## config.mk

```make
export PLATFORM = sky130hd
export DESIGN_NAME = uart_maj_rx
export DESIGN_NICKNAME = d
export VERILOG_FILES = /design/src/rtl/uart_rx_pkg.sv /design/src/rtl/rx_line_sync.sv /design/src/rtl/rx_frame_fsm.sv /design/src/rtl/rx_word_fifo.sv /design/src/rtl/uart_maj_rx.sv
export SDC_FILE = /design/constraint.sdc
export NUM_CORES = 1
export LEC_CHECK = 0
export BUFFER_PORTS_ARGS = -buffer_cell sky130_fd_sc_hd__buf_2
export CORE_ASPECT_RATIO = 0.9
export CORE_MARGIN = 2
export CORE_UTILIZATION = 54
export CTS_CLUSTER_DIAMETER = 100
export DETAILED_ROUTE_END_ITERATION = 6
export MAX_ROUTING_LAYER = met4
export PLACE_DENSITY_LB_ADDON = 0.15
export SYNTH_ARGS = -nofsm -noshare
export SYNTH_HDL_FRONTEND = slang
export SYNTH_HIERARCHICAL = 1
export SYNTH_SLANG_ARGS = --single-unit
```

## constraint.sdc

```tcl
create_clock -name clk -period 2.9 [get_ports clk]
set_clock_uncertainty 0.05 [all_clocks]
set_input_delay 0.58 -clock clk [delete_from_list [all_inputs] [get_ports clk]]
set_output_delay 0.58 -clock clk [all_outputs]
set_load 0.005 [all_outputs]
```

## src/rtl/uart_rx_pkg.sv

```systemverilog
package uart_rx_pkg;

  localparam int unsigned RX_DATA_W = 8;

  typedef enum logic [1:0] {
    RX_IDLE  = 2'd0,
    RX_START = 2'd1,
    RX_DATA  = 2'd2,
    RX_STOP  = 2'd3
  } rx_state_e;

  typedef struct packed {
    logic                 bit8;
    logic                 ferr;
    logic [RX_DATA_W-1:0] data;
  } rx_word_t;

endpackage

```

## src/rtl/rx_line_sync.sv

```systemverilog
module rx_line_sync #(
  parameter int unsigned STAGES = 2
) (
  input  logic clk,
  input  logic rst_n,
  input  logic din,
  output logic dout
);

  logic [STAGES-1:0] sync_q;
  logic [STAGES-1:0] sync_d;

  generate
    if (STAGES == 1) begin : g_one
      always_comb sync_d = din;
    end else begin : g_many
      always_comb sync_d = {sync_q[STAGES-2:0], din};
    end
  endgenerate

  always_ff @(posedge clk or negedge rst_n) begin
    if (!rst_n) sync_q <= '1;
    else        sync_q <= sync_d;
  end

  assign dout = sync_q[STAGES-1];

endmodule

```

## src/rtl/rx_frame_fsm.sv

```systemverilog
module rx_frame_fsm
  import uart_rx_pkg::*;
#(
  parameter int unsigned OVS    = 16,
  parameter int unsigned DATA_W = RX_DATA_W
) (
  input  logic     clk,
  input  logic     rst_n,
  input  logic     enable,
  input  logic     tick,
  input  logic     line,
  input  logic     nine_bit,
  output logic     word_done,
  output rx_word_t word
);

  localparam int unsigned CNT_W  = $clog2(OVS + 1);
  localparam int unsigned BIDX_W = $clog2(DATA_W + 1);
  localparam int unsigned MID    = OVS / 2;

  rx_state_e           state_q, state_d;
  logic [CNT_W-1:0]    cnt_q, cnt_d, num;
  logic [BIDX_W-1:0]   bidx_q, bidx_d, bidx_last;
  logic [1:0]          smp_q, smp_d;
  logic [DATA_W:0]     shift_q, shift_d;
  logic                nine_q, nine_d;
  logic                prev_q, prev_d;
  logic                vote;

  assign num       = (cnt_q == CNT_W'(OVS)) ? CNT_W'(1) : cnt_q + CNT_W'(1);
  assign vote      = (smp_q[0] & smp_q[1]) | (smp_q[0] & line) | (smp_q[1] & line);
  assign bidx_last = nine_q ? BIDX_W'(DATA_W) : BIDX_W'(DATA_W - 1);

  always_comb begin
    state_d   = state_q;
    cnt_d     = cnt_q;
    bidx_d    = bidx_q;
    smp_d     = smp_q;
    shift_d   = shift_q;
    nine_d    = nine_q;
    prev_d    = prev_q;
    word_done = 1'b0;
    if (!enable) begin
      state_d = RX_IDLE;
      cnt_d   = '0;
      bidx_d  = '0;
      prev_d  = 1'b1;
    end else if (tick) begin
      if (state_q == RX_IDLE) begin
        prev_d = line;
        if (prev_q && !line) begin
          state_d = RX_START;
          cnt_d   = CNT_W'(1);
          bidx_d  = '0;
          nine_d  = nine_bit;
        end
      end else begin
        cnt_d = num;
        if (num == CNT_W'(MID - 1)) smp_d[0] = line;
        if (num == CNT_W'(MID))     smp_d[1] = line;
        if (num == CNT_W'(MID + 1)) begin
          case (state_q)
            RX_START: if (vote) begin
              state_d = RX_IDLE;
              prev_d  = 1'b1;
            end
            RX_DATA:  shift_d = {vote, shift_q[DATA_W:1]};
            RX_STOP: begin
              word_done = 1'b1;
              prev_d    = vote;
              state_d   = RX_IDLE;
            end
            default: ;
          endcase
        end
        if (num == CNT_W'(OVS)) begin
          if (state_q == RX_START) begin
            state_d = RX_DATA;
            bidx_d  = '0;
          end else if (state_q == RX_DATA) begin
            if (bidx_q == bidx_last) state_d = RX_STOP;
            else                     bidx_d  = bidx_q + BIDX_W'(1);
          end
        end
      end
    end
  end

  always_comb begin
    word.ferr = ~vote;
    if (nine_q) begin
      word.data = shift_q[DATA_W-1:0];
      word.bit8 = shift_q[DATA_W];
    end else begin
      word.data = shift_q[DATA_W:1];
      word.bit8 = 1'b0;
    end
  end

  always_ff @(posedge clk or negedge rst_n) begin
    if (!rst_n) begin
      state_q <= RX_IDLE;
      cnt_q   <= '0;
      bidx_q  <= '0;
      smp_q   <= '0;
      shift_q <= '0;
      nine_q  <= 1'b0;
      prev_q  <= 1'b1;
    end else begin
      state_q <= state_d;
      cnt_q   <= cnt_d;
      bidx_q  <= bidx_d;
      smp_q   <= smp_d;
      shift_q <= shift_d;
      nine_q  <= nine_d;
      prev_q  <= prev_d;
    end
  end

  // a frame only completes after passing through the data phase
  assert_stop_from_data_R5: assert property (@(posedge clk) disable iff (!rst_n)
    (state_q == RX_STOP) |-> ($past(state_q) == RX_STOP || $past(state_q) == RX_DATA));

endmodule

```

## src/rtl/rx_word_fifo.sv

```systemverilog
module rx_word_fifo
  import uart_rx_pkg::*;
#(
  parameter int unsigned DEPTH = 2
) (
  input  logic                       clk,
  input  logic                       rst_n,
  input  logic                       push,
  input  rx_word_t                   push_word,
  input  logic                       pop,
  output rx_word_t                   head,
  output logic [$clog2(DEPTH+1)-1:0] count
);

  localparam int unsigned PTR_W = (DEPTH > 1) ? $clog2(DEPTH) : 1;
  localparam int unsigned CNT_W = $clog2(DEPTH + 1);

  rx_word_t          mem_q [DEPTH];
  logic [PTR_W-1:0]  wr_q, wr_d, rd_q, rd_d;
  logic [CNT_W-1:0]  cnt_q, cnt_d;
  logic              pop_ok;

  function automatic logic [PTR_W-1:0] ptr_inc(input logic [PTR_W-1:0] p);
    return (p == PTR_W'(DEPTH - 1)) ? '0 : p + PTR_W'(1);
  endfunction

  assign pop_ok = pop && (cnt_q != '0);

  always_comb begin
    wr_d  = push   ? ptr_inc(wr_q) : wr_q;
    rd_d  = pop_ok ? ptr_inc(rd_q) : rd_q;
    cnt_d = cnt_q + CNT_W'(push) - CNT_W'(pop_ok);
  end

  always_ff @(posedge clk or negedge rst_n) begin
    if (!rst_n) begin
      wr_q  <= '0;
      rd_q  <= '0;
      cnt_q <= '0;
    end else begin
      wr_q  <= wr_d;
      rd_q  <= rd_d;
      cnt_q <= cnt_d;
    end
  end

  always_ff @(posedge clk) begin
    if (push) mem_q[wr_q] <= push_word;
  end

  assign head  = mem_q[rd_q];
  assign count = cnt_q;

  assert_no_overflow_R7: assert property (@(posedge clk) disable iff (!rst_n)
    (push && !pop_ok) |-> (cnt_q < CNT_W'(DEPTH)));

  assert_count_bound_R7: assert property (@(posedge clk) disable iff (!rst_n)
    cnt_q <= CNT_W'(DEPTH));

endmodule

```

## src/rtl/uart_maj_rx.sv

```systemverilog
module uart_maj_rx
  import uart_rx_pkg::*;
#(
  parameter int unsigned OVS         = 16,
  parameter int unsigned FIFO_DEPTH  = 2,
  parameter int unsigned SYNC_STAGES = 2
) (
  input  logic                 clk,
  input  logic                 rst_n,
  input  logic                 rx_line,
  input  logic                 rx_enable,
  input  logic                 nine_bit_mode,
  input  logic                 rd_strobe,
  input  logic                 os_tick,
  output logic [RX_DATA_W-1:0] rd_data,
  output logic                 rd_bit8,
  output logic                 rd_frame_err,
  output logic                 overrun,
  output logic                 data_avail
);

  localparam int unsigned CNT_W = $clog2(FIFO_DEPTH + 1);

  logic             line_s;
  logic             frame_done;
  rx_word_t         frame_word;
  rx_word_t         head;
  logic [CNT_W-1:0] fifo_cnt;
  logic             pop_now, has_room, push_ok;
  logic             ovr_q, ovr_d;

  rx_line_sync #(.STAGES(SYNC_STAGES)) u_sync (
    .clk(clk), .rst_n(rst_n), .din(rx_line), .dout(line_s)
  );

  rx_frame_fsm #(.OVS(OVS), .DATA_W(RX_DATA_W)) u_fsm (
    .clk(clk), .rst_n(rst_n), .enable(rx_enable), .tick(os_tick),
    .line(line_s), .nine_bit(nine_bit_mode),
    .word_done(frame_done), .word(frame_word)
  );

  assign pop_now  = rd_strobe && (fifo_cnt != '0);
  assign has_room = (fifo_cnt < CNT_W'(FIFO_DEPTH)) || pop_now;
  assign push_ok  = frame_done && !ovr_q && has_room;

  always_comb begin
    ovr_d = ovr_q;
    if (!rx_enable)                          ovr_d = 1'b0;
    else if (frame_done && !ovr_q && !has_room) ovr_d = 1'b1;
  end

  always_ff @(posedge clk or negedge rst_n) begin
    if (!rst_n) ovr_q <= 1'b0;
    else        ovr_q <= ovr_d;
  end

  rx_word_fifo #(.DEPTH(FIFO_DEPTH)) u_fifo (
    .clk(clk), .rst_n(rst_n), .push(push_ok), .push_word(frame_word),
    .pop(rd_strobe), .head(head), .count(fifo_cnt)
  );

  assign rd_data      = head.data;
  assign rd_bit8      = head.bit8;
  assign rd_frame_err = head.ferr;
  assign overrun      = ovr_q;
  assign data_avail   = (fifo_cnt != '0);

  assert_overrun_cause_R8: assert property (@(posedge clk) disable iff (!rst_n)
    $rose(ovr_q) |-> $past(frame_done));

  assert_blocked_R9: assert property (@(posedge clk) disable iff (!rst_n)
    ovr_q |=> (fifo_cnt <= $past(fifo_cnt)));

  assert_enable_clear_R10: assert property (@(posedge clk) disable iff (!rst_n)
    !rx_enable |=> !ovr_q);

endmodule

```

==> results.toml, run 1 <==
[sta]
relSlewSlack_pct = 53.9
setup_violations = 0
period_needed_ns = 2.55
hold_ws_ns = 0.261
worst_slew_pin_slew_ns = 0.692
max_freq_ghz = 0.392
min_period_over_period_pct = 87.9
slew_violations = 0
finalSetupTns_ns = 0
hold_viol = 0
rsz0062_at_grt = "no"

[place]
placed_area_um2 = 2860
gp_congestion = 0.901
port_buffers = 18
place_hpwl_um = 3200

[global_routing]
grt_overflow = 0
grt_pass1_vias = 1570
grt_max_degree = 32
gr-usage-all-layers_pct = 18.7
grt_pass1_wl_um = 7690
antenna_found_initial = 0

[clock_network]
cts_hold_buffers = 0
worstSkewPairLatency_ns = 0.30
cts-buffers-inserted = 5
cts_setup_buffers = 0
clkTransAtPathRegs_ns = 0.09
clk_path_buf_depth = 2
cts.repair.resized = 0
cts-root-buf = "clkbuf_8"
clock_sinks = 51
cts.htree.levels = 2
tritoncts = "done"

[worst_setup_path]
crit_chain = "inv_1 > ha_1 > nor2b_1 > nand2_1 > nor2_2 > nand2_1 > nor2_1 > nor3b_1 > buf_4 > nor2b_1 > buf_4"
required_ns = 2.86
worstSetupEndpointType = "register"
cp-start-kind = "register"
critPathMaxFanout = 10
crit_type = "register to register"
cp_slowest_stage_delay_ns = 0.40
cp.arrival_ns = 2.51
slowest_stage = "dfrtp_1"

[floorplanning]
die_x_um = 78.6
die_area_um2 = 5590
start_util_pct = 56.0
ios = 19
fp.dieH_um = 71.2
rows = 24
coreArea_um2 = 4830

[detailed_routing]
drc = 0
wire_per_inst_um = 14.7
vias_per_cell = 5.41
firstDrtPassIters = 4
route.antenna.remaining_nets = 0
vias = 1646
drtIter0Drc = 91
wirelength_um = 4480

[yosys]
syn_inst = 215
synthAdderAreaFrac_pct = 5.92
yosysSeqAreaShare_pct = 51.0
ys_types = 57
synthMuxAreaShare_pct = 14.8
synth_edf_count = 20
synth_top_family_by_area = "multiplexers"
synth-simple-area-share_pct = 11.3
synth_area_um2 = 2710
syn_area_per_cell_um2 = 12.6
ys_warn_count = 6
synth-compound-area-share_pct = 10.6
synth_flop_cell = "dfrtp_1"
synth-xor-area-share_pct = 2.64
ys_ff_latch = 51
synth.net_count = 234
ys_async_sr_fraction_pct = 60.8

[finish]
syn_to_final_growth_pct = 10.2
final_area_um2 = 2980
final_common_cell = "dfrtp_1"
final_util_pct = 61.7
final_nets = 257
n_antenna_cell = 0
final_cell_mix = "dfrtp_1, edfxtp_1, buf_2"
layout-drive-gt1-share_pct = 28.0

[run_status]
status = "finished, final reports clean"

[job]
maxCapViolations = 0

[min_path]
hold_class = "primary input to asynchronous set/reset pin"

[power_and_ir_drop]
power_density_nw_per_um2 = 538
leakage_uw = 0.00130
totalPowerFinal_uw = 1600
ir_drop_mv = 0.355
## final timing paths
check                           cells past startpoint  slack (ns)                    startpoint                      endpoint
worst max-delay path                               11        0.35  u_fsm/state_q[0]$_DFFE_PN0P_  u_fifo/mem_q[0][4]$_DFFE_PP_
worst min register to register                      0        0.31    u_sync/sync_q[0]$_DFF_PN1_    u_sync/sync_q[1]$_DFF_PN1_
min in group clk                                    0        0.31    u_sync/sync_q[0]$_DFF_PN1_    u_sync/sync_q[1]$_DFF_PN1_
worst max register to register                     11        0.35  u_fsm/state_q[0]$_DFFE_PN0P_  u_fifo/mem_q[0][4]$_DFFE_PP_
worst min-delay path                                1        0.26                         rst_n    u_fsm/cnt_q[1]$_DFFE_PN0P_
max in group asynchronous                           1        2.09                         rst_n  u_fsm/shift_q[5]$_DFFE_PN0P_
## area by class of cell
cell class	count	area [um2]
fill	382	1850
sequential	51	1380
multi-input combinational	145	1230
timing repair buffer	23	128
clock buffer	6	82.6
tap	65	81.3
inverter	12	45.0
clock inverter	2	35.0
## logic make-up (layout without fill, tap and decap cells)
family | after synthesis | after routing
AND/OR/NAND/NOR | 52 | 52
flip-flops | 51 | 51
AO/OA/AOI/OAI | 41 | 41
multiplexers | 33 | 33
buffers and inverters | 19 | 43
adder cells (fa/ha/maj) | 13 | 13
XOR/XNOR | 6 | 6
## state kept, by name (all words and copies together) (netlist names)
| name | cells |
|---|---|
| u_fsm/bidx_q | 4 |
| u_fsm/cnt_q | 5 |
| overrun | 1 |
| u_fsm/smp_q | 2 |
| u_fsm/prev_q | 1 |
| u_sync/sync_q | 2 |
| u_fsm/state_q | 2 |
| u_fsm/shift_q | 9 |
| u_fifo/mem_q | 20 |
| u_fifo/wr_q | 1 |
| u_fifo/count | 2 |
| u_fsm/nine_q | 1 |
| u_fifo/rd_q | 1 |
## per-layer routing
layer | share of wire, % | global-route usage, %
met4 | 1.7 | 8.77
met1 | 51 | 26.9
met3 | 3.9 | 4.46
met2 | 43 | 25.0
met5 | 0 | -
## power by group
group	internal [uW]	switching [uW]
sequential	783	69.3
combinational	134	118
clock	279	221
total	1200	408
## through the flow
step / instances / setup slack [ns]
finish: 304 / 0.352
global route: 304 / 0.0710
CTS: 304 / 0.221
detailed placement: 296 / 0.150
global placement: 296 / 0.255
floorplan: 215 / 0.199
## synth_stat cells, drive strengths merged (2+ instances only)
| cell type | instances | area, um2 |
|---|---|---|
| o21ai | 13 | 65.1 |
| dfrtp | 28 | 701 |
| and3 | 2 | 12.5 |
| nor2b | 6 | 45.0 |
| edfxtp | 20 | 601 |
| clkbuf | 2 | 7.51 |
| and2 | 5 | 32.5 |
| a22o | 2 | 17.5 |
| mux2i | 3 | 30.0 |
| nand3 | 4 | 25.0 |
| a221o | 2 | 20.0 |
| or3b | 2 | 17.5 |
| dfstp | 3 | 78.8 |
| nor3b | 2 | 20.0 |
| a21oi | 4 | 20.0 |
| o31ai | 3 | 22.5 |
| buf | 5 | 46.3 |
| ha | 12 | 150 |
| and3b | 2 | 17.5 |
| xor2 | 3 | 45.1 |
| nand2 | 9 | 33.8 |
| nor3 | 2 | 10.0 |
| o21a | 4 | 31.3 |
| xnor2 | 3 | 26.3 |
| a21o | 2 | 15.0 |
| mux2 | 30 | 372 |
| inv | 12 | 45.0 |
| nor2 | 13 | 48.8 |
## worst max-delay path, delay by kind of cell, from the launching register on
kind	cells	cell delay, ns
fa+ha+maj	1	0.22
flops	1	0.40
buf+inv	3	0.46
simple gates	7	1.11
Note: power is estimated with default switching activity, not from simulation.
==> run 2: changes to the inputs <==
--- a/config.mk
+++ b/config.mk
@@ -13,6 +13,8 @@
 export DETAILED_ROUTE_END_ITERATION = 6
 export MAX_ROUTING_LAYER = met4
 export PLACE_DENSITY_LB_ADDON = 0.15
+export REMOVE_ABC_BUFFERS = 1
+export SKIP_CTS_REPAIR_TIMING = 1
 export SYNTH_ARGS = -nofsm -noshare
 export SYNTH_HDL_FRONTEND = slang
 export SYNTH_HIERARCHICAL = 1
==> constraint.sdc (replaced) <==
create_clock -name clk -period 2.1 [get_ports clk]
set_clock_uncertainty 0.05 [all_clocks]
set_input_delay 0.42 -clock clk [delete_from_list [all_inputs] [get_ports clk]]
set_output_delay 0.42 -clock clk [all_outputs]
set_load 0.005 [all_outputs]
==> run 2 against run 1 <==
- the run now ends with setup timing left
- sequential power increased by 31%
- critical endpoint is now u_fsm/bidx_q[3]$_DFFE_PN0P_
- die area unchanged
- global-route usage increased by 1.8 points
- maximum frequency increased by 18%
- first-iteration DRC count decreased by 12%
- cell area increased by 14%
- via count increased by 12%
- highest routed layer unchanged
==> results.toml, run 2 (synthesized netlist as in run 1, its figures left out) <==
[sta]
finalSetupTns_ns = -0.115
period_needed_ns = 2.16
worst_slew_pin_slew_ns = 0.691
relSlewSlack_pct = 54.0
hold_viol = 0
max_freq_ghz = 0.464
min_period_over_period_pct = 103
setup_slack_ns = -0.0567
rsz0062_at_grt = "yes"
setup_violations = 3
slew_violations = 0
hold_ws_ns = 0.101

[power_and_ir_drop]
p_seq_share_pct = 43.3
totalPowerFinal_uw = 2590
leakage_uw = 0.00155
power_density_nw_per_um2 = 760
ir_drop_mv = 0.475
swShare_pct = 27.2
clkPwrFrac_pct = 26.8
power_frac_comb_pct = 29.9
p_int_uw = 1880
netSwitchingPower_uw = 704

[worst_setup_path]
ff2ff_path_depth = 7
worstSetupEndpointType = "register"
crit_end = "u_fsm/bidx_q[3]$_DFFE_PN0P_"
reg2reg_from = "u_fsm/cnt_q[1]$_DFFE_PN0P_"
startpoint = "u_fsm/cnt_q[1]$_DFFE_PN0P_"
rrSetupSlack_ns = -0.06
crit_type = "register to register"
cp.arrival_ns = 2.36
cp-start-kind = "register"
critPathMaxFanout = 7
r2r-end = "u_fsm/bidx_q[3]$_DFFE_PN0P_"
required_ns = 2.30

[global_routing]
grt_overflow = 0
grt_pass1_wl_um = 8550
antenna_found_initial = 0
gr-usage-all-layers_pct = 20.5
grt_max_degree = 32
grt_pass1_vias = 1803

[finish]
final_common_cell = "buf_4"
final_cell_mix = "buf_4, dfrtp_1, edfxtp_1"
largest_reg_flops = 20
reg_top3 = "u_fifo/mem_q x20, u_fsm/shift_q x9, u_fsm/cnt_q x5"
n_antenna_cell = 0
layout-drive-gt1-share_pct = 45.8
final_util_pct = 70.5
regMostFlops = "u_fifo/mem_q"
syn_to_final_growth_pct = 25.9
final_nets = 291

[clock_network]
cts.htree.levels = 2
clock_sinks = 51
cts-buffers-inserted = 5
cts-root-buf = "clkbuf_8"
clkTransAtPathRegs_ns = 0.09
tritoncts = "done"
clk_path_buf_depth = 2
worstSkewPairLatency_ns = 0.30

[place]
port_buffers = 18
gp_congestion = 0.804
pre_cts_ws_ns = -0.217
place_hpwl_um = 3630

[detailed_routing]
vias = 1839
drc = 0
vias_per_cell = 5.44
wirelength_um = 5320
firstDrtPassIters = 4
drtIter0Drc = 80
route.antenna.remaining_nets = 0
wire_per_inst_um = 15.7

[floorplanning]
fp.dieH_um = 71.2
die_area_um2 = 5590
die_x_um = 78.6
start_util_pct = 56.0
rows = 24
ios = 19
coreArea_um2 = 4830

[run_status]
failed_checks = "setup timing"
status = "finished, violations left"

[min_path]
hold_class = "primary input to asynchronous set/reset pin"

[job]
maxCapViolations = 0
-- run 2: metrics by stage --
stage / instances / instance area (um2)
2_1_floorplan: 208 / 2650
3_3_place_gp: 326 / 3100
3_5_place_dp: 326 / 3100
4_1_cts: 334 / 3210
5_1_grt: 338 / 3410
6_report: 338 / 3410
-- run 2: cell type report --
class                      instances  area (um2)
fill                             361        1430
sequential                        51        1390
multi-input combinational        145        1370
timing repair buffer              57         414
tap                               65        81.3
clock buffer                       5        68.8
clock inverter                     3        46.3
inverter                          12        45.0
-- run 2: metal layers --
metal	vias up	track usage (%)	part of all wire (%)
met5	-	-	0
li1	894	-	-
met4	0	6.04	1.4
met1	910	27.2	48
met3	6	4.59	3.4
met2	29	32.0	47
-- run 2: power by group through the flow --
stage / registers [uW] / logic, uW / clock network, uW
global placement: 1140 / 705 / 0
floorplan: 1190 / 391 / 0
detailed placement: 1140 / 722 / 0
finish: 1120 / 773 / 694
global route: 1130 / 844 / 753
CTS: 1120 / 727 / 710
-- run 2: worst min-delay path by stage --
| stage | from | endpoint | slack, ns | cells past startpoint |
|---|---|---|---|---|
| CTS | rst_n | u_fsm/state_q[0]$_DFFE_PN0P_ | 0.13 | 1 |
| finish | rst_n | u_fsm/cnt_q[2]$_DFFE_PN0P_ | 0.10 | 1 |
| global route | rx_line | u_sync/sync_q[0]$_DFF_PN1_ | 0.13 | 1 |
| global placement | u_sync/sync_q[0]$_DFF_PN1_ | u_sync/sync_q[1]$_DFF_PN1_ | 0.30 | 0 |
| floorplan | rst_n | overrun$_DFFE_PN0P_ | 0.07 | 0 |
| detailed placement | u_sync/sync_q[0]$_DFF_PN1_ | u_sync/sync_q[1]$_DFF_PN1_ | 0.30 | 0 |
-- run 2: worst max-delay path: stages, from the launching register on --
cell	delay, ns
dfrtp_2	0.47
ha_4	0.20
nor3_2	0.17
o21a_1	0.19
o211ai_4	0.11
or4_4	0.49
or3b_1	0.35
nand2_1	0.07
